File: config.mk
export PLATFORM = sky130hd
export DESIGN_NAME = chain_return_ctrl
export DESIGN_NICKNAME = d
export VERILOG_FILES = /design/src/rtl/chain_ret_pkg.sv /design/src/rtl/chain_fetch.sv /design/src/rtl/chain_xfer.sv /design/src/rtl/chain_ctrl.sv /design/src/rtl/chain_return_ctrl.sv
export SDC_FILE = /design/constraint.sdc
export NUM_CORES = 1
export LEC_CHECK = 0
export BUFFER_PORTS_ARGS = -buffer_cell sky130_fd_sc_hd__buf_2
export CAP_MARGIN = 10
export CORE_UTILIZATION = 45
export DETAILED_ROUTE_END_ITERATION = 16
export GPL_ROUTABILITY_DRIVEN = 0
export PLACE_DENSITY = 0.75
export SYNTH_ARGS = -nofsm -noshare
export SYNTH_HDL_FRONTEND = slang
export SYNTH_HIERARCHICAL = 1
export SYNTH_SLANG_ARGS = --single-unit
File: constraint.sdc
create_clock -name clk -period 5.25 [get_ports clk]
set_input_delay 1.3125 -clock clk [delete_from_list [all_inputs] [get_ports clk]]
set_output_delay 1.3125 -clock clk [all_outputs]
set_load 0.01 [all_outputs]
File: src/rtl/chain_ret_pkg.sv
package chain_ret_pkg;

    localparam int QID_W         = 16;
    localparam int KIND_HI       = 31;
    localparam int KIND_LO       = 30;
    localparam logic [1:0] KIND_HOST = 2'd1;
    localparam int POL_BUF_BIT   = 18;
    localparam int POL_EARLY_BIT = 17;
    localparam int POL_HEAD_BIT  = 16;

    // fetch step numbering: header 0, header 2, link, buffer, length
    localparam int STEP_HDR0 = 0;
    localparam int STEP_HDR2 = 1;
    localparam int STEP_LINK = 2;
    localparam int STEP_BUF  = 3;
    localparam int STEP_LEN  = 4;
    localparam int NUM_STEPS = 5;
    localparam int STEP_BYTES = 8;

    typedef enum logic [3:0] {
        ST_IDLE,
        ST_LAUNCH,
        ST_FETCH,
        ST_CHECK,
        ST_ISSUE,
        ST_EPUSH,
        ST_WAIT,
        ST_LPUSH,
        ST_NEXT,
        ST_FAIL
    } walk_state_t;

    typedef struct packed {
        logic             per_buf;
        logic             early;
        logic             to_head;
        logic [QID_W-1:0] qid;
    } ret_pol_t;

    function automatic ret_pol_t decode_pol(input logic [31:0] w2);
        ret_pol_t p;
        p.per_buf = w2[POL_BUF_BIT];
        p.early   = w2[POL_EARLY_BIT];
        p.to_head = w2[POL_HEAD_BIT];
        p.qid     = w2[QID_W-1:0];
        return p;
    endfunction

endpackage

File: src/rtl/chain_fetch.sv
module chain_fetch
    import chain_ret_pkg::*;
#(
    parameter int ADDR_W = 32,
    parameter int WORD_W = 32
) (
    input  logic              clk,
    input  logic              rst_n,
    input  logic              go,
    input  logic              first,
    input  logic [ADDR_W-1:0] base,
    output logic              rd_req,
    output logic [ADDR_W-1:0] rd_addr,
    input  logic [WORD_W-1:0] rd_data,
    output logic              done,
    output logic [WORD_W-1:0] fld_w0,
    output logic [WORD_W-1:0] fld_w2,
    output logic [WORD_W-1:0] fld_link,
    output logic [WORD_W-1:0] fld_buf,
    output logic [WORD_W-1:0] fld_len
);

    localparam int STEP_W = $clog2(NUM_STEPS + 1);
    localparam logic [STEP_W-1:0] LAST_STEP  = STEP_W'(NUM_STEPS - 1);
    localparam logic [STEP_W-1:0] LATER_STEP = STEP_W'(STEP_LINK);

    logic              active;
    logic [STEP_W-1:0] step;
    logic [ADDR_W-1:0] base_q;
    logic              cap_v;
    logic [STEP_W-1:0] cap_step;
    logic              done_q;
    logic [WORD_W-1:0] fld_q [NUM_STEPS];

    always_ff @(posedge clk or negedge rst_n) begin
        if (!rst_n) begin
            active   <= 1'b0;
            step     <= '0;
            base_q   <= '0;
            cap_v    <= 1'b0;
            cap_step <= '0;
            done_q   <= 1'b0;
        end else begin
            cap_v    <= active;
            cap_step <= step;
            done_q   <= cap_v && (cap_step == LAST_STEP);
            if (go) begin
                active <= 1'b1;
                step   <= first ? '0 : LATER_STEP;
                base_q <= base;
            end else if (active) begin
                step <= step + 1'b1;
                if (step == LAST_STEP) begin
                    active <= 1'b0;
                end
            end
        end
    end

    for (genvar gi = 0; gi < NUM_STEPS; gi++) begin : g_field
        always_ff @(posedge clk or negedge rst_n) begin
            if (!rst_n) begin
                fld_q[gi] <= '0;
            end else if (cap_v && (cap_step == STEP_W'(gi))) begin
                fld_q[gi] <= rd_data;
            end
        end
    end

    assign rd_req   = active;
    assign rd_addr  = base_q + (ADDR_W'(step) * ADDR_W'(STEP_BYTES));
    assign done     = done_q;
    assign fld_w0   = fld_q[STEP_HDR0];
    assign fld_w2   = fld_q[STEP_HDR2];
    assign fld_link = fld_q[STEP_LINK];
    assign fld_buf  = fld_q[STEP_BUF];
    assign fld_len  = fld_q[STEP_LEN];

endmodule

File: src/rtl/chain_xfer.sv
module chain_xfer #(
    parameter int ADDR_W = 32,
    parameter int LEN_W  = 28
) (
    input  logic              clk,
    input  logic              rst_n,
    input  logic              issue_en,
    input  logic [ADDR_W-1:0] buf_in,
    input  logic [LEN_W-1:0]  len_in,
    output logic              xfer_valid,
    output logic [ADDR_W-1:0] xfer_addr,
    output logic [LEN_W-1:0]  xfer_len,
    input  logic              xfer_ready,
    input  logic              xfer_done,
    output logic              accepted,
    output logic              done_seen
);

    logic done_q;

    assign xfer_valid = issue_en;
    assign xfer_addr  = buf_in;
    assign xfer_len   = len_in;
    assign accepted   = issue_en && xfer_ready;
    assign done_seen  = done_q;

    // completion is remembered from acceptance until the walk consumes it
    always_ff @(posedge clk or negedge rst_n) begin
        if (!rst_n) begin
            done_q <= 1'b0;
        end else if (accepted) begin
            done_q <= 1'b0;
        end else if (xfer_done) begin
            done_q <= 1'b1;
        end
    end

endmodule

File: src/rtl/chain_ctrl.sv
module chain_ctrl
    import chain_ret_pkg::*;
#(
    parameter int ADDR_W = 32,
    parameter int WORD_W = 32,
    parameter int LEN_W  = 28
) (
    input  logic              clk,
    input  logic              rst_n,
    input  logic              start_valid,
    input  logic [ADDR_W-1:0] start_addr,
    output logic              start_ready,
    output logic              fetch_go,
    output logic              fetch_first,
    output logic [ADDR_W-1:0] fetch_base,
    input  logic              fetch_done,
    input  logic [WORD_W-1:0] f_w0,
    input  logic [WORD_W-1:0] f_w2,
    input  logic [WORD_W-1:0] f_link,
    input  logic [WORD_W-1:0] f_buf,
    input  logic [WORD_W-1:0] f_len,
    output logic              issue_en,
    output logic [ADDR_W-1:0] issue_buf,
    output logic [LEN_W-1:0]  issue_len,
    input  logic              accepted,
    input  logic              done_seen,
    output logic              ret_valid,
    input  logic              ret_ready,
    output logic [ADDR_W-1:0] ret_addr,
    output logic [QID_W-1:0]  ret_qid,
    output logic              ret_head,
    output logic              err
);

    walk_state_t state_q, state_d;
    logic [ADDR_W-1:0] cur_q;
    logic [ADDR_W-1:0] head_q;
    logic              first_q;
    ret_pol_t          pol_q;

    logic [ADDR_W-1:0] link_addr;
    logic              link_end;
    logic              bad_first;
    logic              early_push;
    logic              late_push;
    logic              start_take;

    assign link_addr  = f_link[ADDR_W-1:0];
    assign link_end   = (link_addr == '0);
    assign bad_first  = (f_w0[KIND_HI:KIND_LO] != KIND_HOST) ||
                        (f_w2[QID_W-1:0] == '1);
    assign early_push = pol_q.early && (pol_q.per_buf || first_q);
    assign late_push  = !pol_q.early && (pol_q.per_buf || link_end);
    assign start_take = (state_q == ST_IDLE) && start_valid && !start_addr[0];

    // state register
    always_ff @(posedge clk or negedge rst_n) begin
        if (!rst_n) begin
            state_q <= ST_IDLE;
        end else begin
            state_q <= state_d;
        end
    end

    // next state
    always_comb begin
        state_d = state_q;
        unique case (state_q)
            ST_IDLE:   if (start_take) state_d = ST_LAUNCH;
            ST_LAUNCH: state_d = ST_FETCH;
            ST_FETCH:  if (fetch_done) state_d = ST_CHECK;
            ST_CHECK:  state_d = (first_q && bad_first) ? ST_FAIL : ST_ISSUE;
            ST_ISSUE:  if (accepted) state_d = early_push ? ST_EPUSH : ST_WAIT;
            ST_EPUSH:  if (ret_ready) state_d = ST_WAIT;
            ST_WAIT:   if (done_seen) state_d = late_push ? ST_LPUSH : ST_NEXT;
            ST_LPUSH:  if (ret_ready) state_d = ST_NEXT;
            ST_NEXT:   state_d = link_end ? ST_IDLE : ST_LAUNCH;
            ST_FAIL:   state_d = ST_IDLE;
            default:   state_d = ST_IDLE;
        endcase
    end

    // walk context
    always_ff @(posedge clk or negedge rst_n) begin
        if (!rst_n) begin
            cur_q   <= '0;
            head_q  <= '0;
            first_q <= 1'b0;
            pol_q   <= '0;
        end else begin
            if (start_take) begin
                cur_q   <= start_addr;
                head_q  <= start_addr;
                first_q <= 1'b1;
            end
            if ((state_q == ST_CHECK) && first_q) begin
                pol_q <= decode_pol(f_w2);
            end
            if ((state_q == ST_NEXT) && !link_end) begin
                cur_q   <= link_addr;
                first_q <= 1'b0;
            end
        end
    end

    // outputs
    always_comb begin
        start_ready = (state_q == ST_IDLE);
        fetch_go    = (state_q == ST_LAUNCH);
        fetch_first = first_q;
        fetch_base  = cur_q;
        issue_en    = (state_q == ST_ISSUE);
        issue_buf   = f_buf[ADDR_W-1:0];
        issue_len   = f_len[LEN_W-1:0];
        ret_valid   = (state_q == ST_EPUSH) || (state_q == ST_LPUSH);
        ret_addr    = pol_q.per_buf ? cur_q : head_q;
        ret_qid     = pol_q.qid;
        ret_head    = pol_q.to_head;
        err         = (state_q == ST_FAIL);
    end

endmodule

File: src/rtl/chain_return_ctrl.sv
module chain_return_ctrl
    import chain_ret_pkg::*;
#(
    parameter int ADDR_W = 32,
    parameter int WORD_W = 32,
    parameter int LEN_W  = 28
) (
    input  logic              clk,
    input  logic              rst_n,
    input  logic              start_valid,
    output logic              start_ready,
    input  logic [ADDR_W-1:0] start_addr,
    output logic              rd_req,
    output logic [ADDR_W-1:0] rd_addr,
    input  logic [WORD_W-1:0] rd_data,
    output logic              xfer_valid,
    input  logic              xfer_ready,
    output logic [ADDR_W-1:0] xfer_addr,
    output logic [LEN_W-1:0]  xfer_len,
    input  logic              xfer_done,
    output logic              ret_valid,
    input  logic              ret_ready,
    output logic [ADDR_W-1:0] ret_addr,
    output logic [QID_W-1:0]  ret_qid,
    output logic              ret_head,
    output logic              err
);

    logic              fetch_go;
    logic              fetch_first;
    logic [ADDR_W-1:0] fetch_base;
    logic              fetch_done;
    logic [WORD_W-1:0] f_w0, f_w2, f_link, f_buf, f_len;
    logic              issue_en;
    logic [ADDR_W-1:0] issue_buf;
    logic [LEN_W-1:0]  issue_len;
    logic              accepted;
    logic              done_seen;

    chain_fetch #(.ADDR_W(ADDR_W), .WORD_W(WORD_W)) u_fetch (
        .clk      (clk),
        .rst_n    (rst_n),
        .go       (fetch_go),
        .first    (fetch_first),
        .base     (fetch_base),
        .rd_req   (rd_req),
        .rd_addr  (rd_addr),
        .rd_data  (rd_data),
        .done     (fetch_done),
        .fld_w0   (f_w0),
        .fld_w2   (f_w2),
        .fld_link (f_link),
        .fld_buf  (f_buf),
        .fld_len  (f_len)
    );

    chain_xfer #(.ADDR_W(ADDR_W), .LEN_W(LEN_W)) u_xfer (
        .clk        (clk),
        .rst_n      (rst_n),
        .issue_en   (issue_en),
        .buf_in     (issue_buf),
        .len_in     (issue_len),
        .xfer_valid (xfer_valid),
        .xfer_addr  (xfer_addr),
        .xfer_len   (xfer_len),
        .xfer_ready (xfer_ready),
        .xfer_done  (xfer_done),
        .accepted   (accepted),
        .done_seen  (done_seen)
    );

    chain_ctrl #(.ADDR_W(ADDR_W), .WORD_W(WORD_W), .LEN_W(LEN_W)) u_ctrl (
        .clk         (clk),
        .rst_n       (rst_n),
        .start_valid (start_valid),
        .start_addr  (start_addr),
        .start_ready (start_ready),
        .fetch_go    (fetch_go),
        .fetch_first (fetch_first),
        .fetch_base  (fetch_base),
        .fetch_done  (fetch_done),
        .f_w0        (f_w0),
        .f_w2        (f_w2),
        .f_link      (f_link),
        .f_buf       (f_buf),
        .f_len       (f_len),
        .issue_en    (issue_en),
        .issue_buf   (issue_buf),
        .issue_len   (issue_len),
        .accepted    (accepted),
        .done_seen   (done_seen),
        .ret_valid   (ret_valid),
        .ret_ready   (ret_ready),
        .ret_addr    (ret_addr),
        .ret_qid     (ret_qid),
        .ret_head    (ret_head),
        .err         (err)
    );

endmodule

# ---- Yosys cells after proc, flatten, opt, wreduce, memory -nomap -nowiden
# Cells that the tools add are included.
dict set report op_classes {
  add_sub_neg 2
  eq_ne 22
  mux 24
  n_reduce_logical 27
}
# operator count
set op_table {}
lappend op_table {{2-to-1 mux 32 bit} 3}
lappend op_table {{case mux 4 bit (9 select lines)} 1}
lappend op_table {{adder 32 x 6 -> 32 bit} 1}
lappend op_table {{logical NOT 32 bit} 1}
lappend op_table {{2-to-1 mux 4 bit} 8}
lappend op_table {{equality test 16 bit (second input constant)} 1}
lappend op_table {{equality test 4 x 3 -> 1 bit (second input constant)} 4}
lappend op_table {{logical AND 1 bit} 13}
lappend op_table {{inequality test 2 bit (second input constant)} 5}
lappend op_table {{equality test 4 x 2 -> 1 bit (second input constant)} 2}
lappend op_table {{equality test 4 bit (second input constant)} 2}
lappend op_table {{2-to-1 mux 1 bit} 8}
lappend op_table {{equality test 3 x 2 -> 1 bit (second input constant)} 2}
lappend op_table {{equality test 3 bit (second input constant)} 2}
lappend op_table {{2-to-1 mux 3 bit} 2}
lappend op_table {{AND reduction 6 bit} 1}
lappend op_table {{nonzero test 2 bit} 3}
lappend op_table {{equality test 4 x 1 -> 1 bit (second input constant)} 1}
lappend op_table {{logical NOT 4 bit} 1}
lappend op_table {{logical OR 1 bit} 4}
lappend op_table {{2-to-1 mux 2 bit} 2}
lappend op_table {{inequality test 2 x 1 -> 1 bit (second input constant)} 2}
lappend op_table {{adder 3 x 1 -> 3 bit (second input constant)} 1}
lappend op_table {{equality test 3 x 1 -> 1 bit (second input constant)} 1}
lappend op_table {{2 further kinds} 4}
dict set report totals {
  register_bits 273
  inputBits 70
  out_inout_bits 146
  wordCells 95
}

# ---- Depth between registers and ports, before layout
dict set report logic_depth {
  word_depth 6
  depth_mapped 9
  mapped_depth_nobuf 8
}

# ---- Modules after synthesis
# Netlist, hierarchy kept.
# mod n_inst cells_each area_per_inst_um2 seq_area_each_um2
set modules_own_cells {}
lappend modules_own_cells {chain_fetch 1 514 8069.0 5029.8}
lappend modules_own_cells {chain_ctrl 1 504 4728.3 2202.1}
lappend modules_own_cells {chain_xfer 1 64 504.2 25.0}

# ---- Worst setup path before layout
# OpenSTA, ideal clock, no wires.
dict set report synth_timing {
  path_kind {register to output}
  startpoint {reg u_fetch.step[0]}
  endpoint {out rd_addr[29]}
  t_arrival_ns 1.777
  required_ns 3.938
  setup_slack_ns 2.161
  stages_incl_launch_ff 7
  path_buffers 0
  cell_sequence {dfrtp_1 > ha_1 > fa_1 > a21oi_1 > nor4_4 > nand4_1 > xnor2_1}
}
dict set report synth_via {
  elab_chain_len 1
}
# item line_no
set synth_lines {}
lappend synth_lines {{start: declaration} chain_fetch.sv:28} ;# logic [STEP_W-1:0] step;
lappend synth_lines {{start signal: assignment} chain_fetch.sv:49} ;# step <= first ? '0 : LATER_STEP;
lappend synth_lines {{start signal: assignment} chain_fetch.sv:52} ;# step <= step + 1'b1;
lappend synth_lines {{adder 32 x 6 -> 32 bit} chain_fetch.sv:71} ;# assign rd_addr = base_q + (ADDR_W'(step) * ADDR_W'(STEP_BYTES));
lappend synth_lines {{end: declaration} chain_return_ctrl.sv:14} ;# output logic [ADDR_W-1:0] rd_addr,
# Every way passes these cells.

# ---- Worst setup path in the final report
# Ends and elaborated chain as after synthesis.

==> results.ini <==
[timing]
finalSetupViolations = 0
fmax_mhz = 246
slew_headroom = 0.251
worstMarginPinSlew_ns = 1.12
slew_viol_final = 0
finalSetupTns_ns = 0
rsz0062_at_grt = no
fin_crit_ns = 4.07
fin_crit_sh = 0.776
finalHoldViolCount = 0
fin_skew_ns = 0.00735
hold_ws_ns = 0.472

[synth]
syn_nets = 1061
synth_cells = 985
yosysWarnings = 6
synth_area_um2 = 11600
synth_area_per_cell_um2 = 11.7

[worst_hold_path]
min_to = u_ctrl/head_q[19]$_DFFE_PN0P_
hold_start = u_ctrl/head_q[19]$_DFFE_PN0P_
worst_hold_path.num_cells = 2
min_path_type = reg2reg

[worst_setup_path]
r2r_start = u_fetch/fld_link[9]$_DFFE_PN0P_
rr_endpoint = u_ctrl/fetch_base[12]$_DFFE_PN0P_
cp_max_fo = 9
r2r_cells = 6
crit_required_ns = 3.94
arrival_ns = 2.76
start_kind = register
crit_type = reg2out
r2r_slack_ns = 2.41
cp-end-kind = output pin

[clock_network]
clkSinkCount = 243
clockBufferDepth = 3
clock_latency_ns = 0.53
cts_resized = 0
cts_tree = done
cts.htree.levels = 1
ctsRootBufferMaster = clkbuf_16
numCtsBuffers = 27
clk_pin_slew_ns = 0.06
post-cts-setup-buffers = 0
hold_buffers = 0

[pwr]
irDropWorstVdd_v = 0.000392
swShare = 0.357
p_leak_nw = 5.99
p_clk_frac = 0.213
comb_power_share = 0.388
p_switching_mw = 3.22
power.density_nw_per_um2 = 705
p_seq_frac = 0.399
p_int_mw = 5.80

[finish]
antennaDiodeCount = 0
layout-drive-gt1-share = 0.445
nets = 1133
area_growth_pct = 10.7
fin_cells = 1406
nFillCells = 2231

[global_route]
grt_antenna_before_repair = 1
grt_pass1_wl_um = 41600
grt_max_degree = 128
grt_usage = 0.203
grt_overflow_total = 0
grt_pass1_vias = 7391

[place]
place_hpwl_um = 18000
port_buffers = 215
place_inst = 1358

[route]
antenna_left = 0
post-route-drc-count = 0
drt-total-wl_um = 26300
vias = 7349
drt_pre_antenna_iters = 5
vias_per_cell = 5.23
first_iter_violations = 434
wl_per_cell_um = 18.7

[floorplan]
fp-row-count = 58
die_area_um2 = 26300
chipWidth_um = 162
initial_core_util = 0.459
ios = 216
core_area_um2 = 25200
die_y_um = 162

[run_status]
outcome = finished, final reports clean

[job]
maxCapViolCount = 0

-- layout by cell type (no fill, tap or decap), types with 4 or more instances in the layout --
| cell type | instances |
|---|---|
| clkbuf_1 | 6 |
| buf_2 | 214 |
| dfrtp_1 | 243 |
| clkbuf_8 | 6 |
| buf_4 | 10 |
| nand2_1 | 139 |
| xor2_1 | 6 |
| nor4_1 | 8 |
| nand3_1 | 7 |
| and2_1 | 7 |
| xnor2_1 | 23 |
| inv_1 | 4 |
| and4_1 | 4 |
| nand4_1 | 18 |
| nor2_1 | 44 |
| a21oi_1 | 9 |
| and3_1 | 5 |
| mux2_2 | 196 |
| nor2b_1 | 8 |
| ha_1 | 5 |
| o21ai_0 | 6 |
| clkbuf_16 | 27 |
| clkinv_2 | 4 |
| a31oi_1 | 31 |
-- routing by layer --
layer  up-vias  part of all wire  GRT usage
met2       219              0.47      0.318
li1       3378                 -          -
met5         -           0.00053          0
met4         2             0.028     0.0673
met3        49             0.045     0.0301
met1      3701              0.46      0.289
-- stage by stage --
| step | power [mW] | instance area, µm² | setup slack [ns] | utilization |
|---|---|---|---|---|
| floorplan | 6.56 | 11600 | 2.16 | - |
| global placement | 6.99 | 11900 | 1.82 | 0.472 |
| detailed placement | 7.12 | 11900 | 1.73 | 0.472 |
| CTS | 9.10 | 12800 | 1.14 | 0.508 |
| global route | 9.58 | 12800 | 0.908 | 0.508 |
| finish | 9.02 | 12800 | 1.18 | 0.508 |
-- power groups by stage --
| stage | Combinational (mW) | Sequential, mW | Clock, mW |
|---|---|---|---|
| after floorplan | 3.24 | 3.32 | 0 |
| after global placement | 3.43 | 3.56 | 0 |
| after detailed placement | 3.51 | 3.61 | 0 |
| after CTS | 3.53 | 3.59 | 1.97 |
| after global routing | 3.81 | 3.73 | 2.04 |
| final | 3.50 | 3.60 | 1.92 |
-- worst max path at each step --
stage	from	end	slack [ns]	cells past startpoint
2_1_floorplan	u_fetch/step[0]$_DFFE_PN0P_	rd_addr[29]	2.16	6
3_3_place_gp	u_fetch/step[0]$_DFFE_PN0P_	rd_addr[29]	1.82	7
3_5_place_dp	u_fetch/step[0]$_DFFE_PN0P_	rd_addr[29]	1.73	7
4_1_cts	u_fetch/step[0]$_DFFE_PN0P_	rd_addr[29]	1.14	7
5_1_grt	u_fetch/step[0]$_DFFE_PN0P_	rd_addr[29]	0.91	7
6_report	u_fetch/step[0]$_DFFE_PN0P_	rd_addr[29]	1.18	7
-- state kept, by name, indices dropped and copies added (netlist names), 4 cells and up --
register and cells:
u_ctrl/fetch_base 32, u_ctrl/head_q 32, u_ctrl/ret_qid 16, u_ctrl/state_q 4, u_fetch/base_q 32, u_fetch/fld_buf 32, u_fetch/fld_len 28, u_fetch/fld_link 32
u_fetch/fld_w2 19
-- cell type report --
class / count / area [µm²] / area share
sequential: 243 / 6080 / 0.475
multi-input combinational: 556 / 4220 / 0.330
timing repair buffer: 225 / 1160 / 0.0907
clock buffer: 39 / 781 / 0.0610
tap: 330 / 413 / 0.0323
clock inverter: 9 / 129 / 0.0101
inverter: 4 / 15.0 / 0.00117
-- worst max-delay path, stage by stage (launching register included) --
cell and delay, ns:
dfrtp_1 0.44, ha_1 0.22, fa_1 0.22, a21oi_1 0.15
nor4_4 0.66, nand4_1 0.20, xnor2_1 0.19, buf_2 0.15
Power figures use the tool's default switching activity.
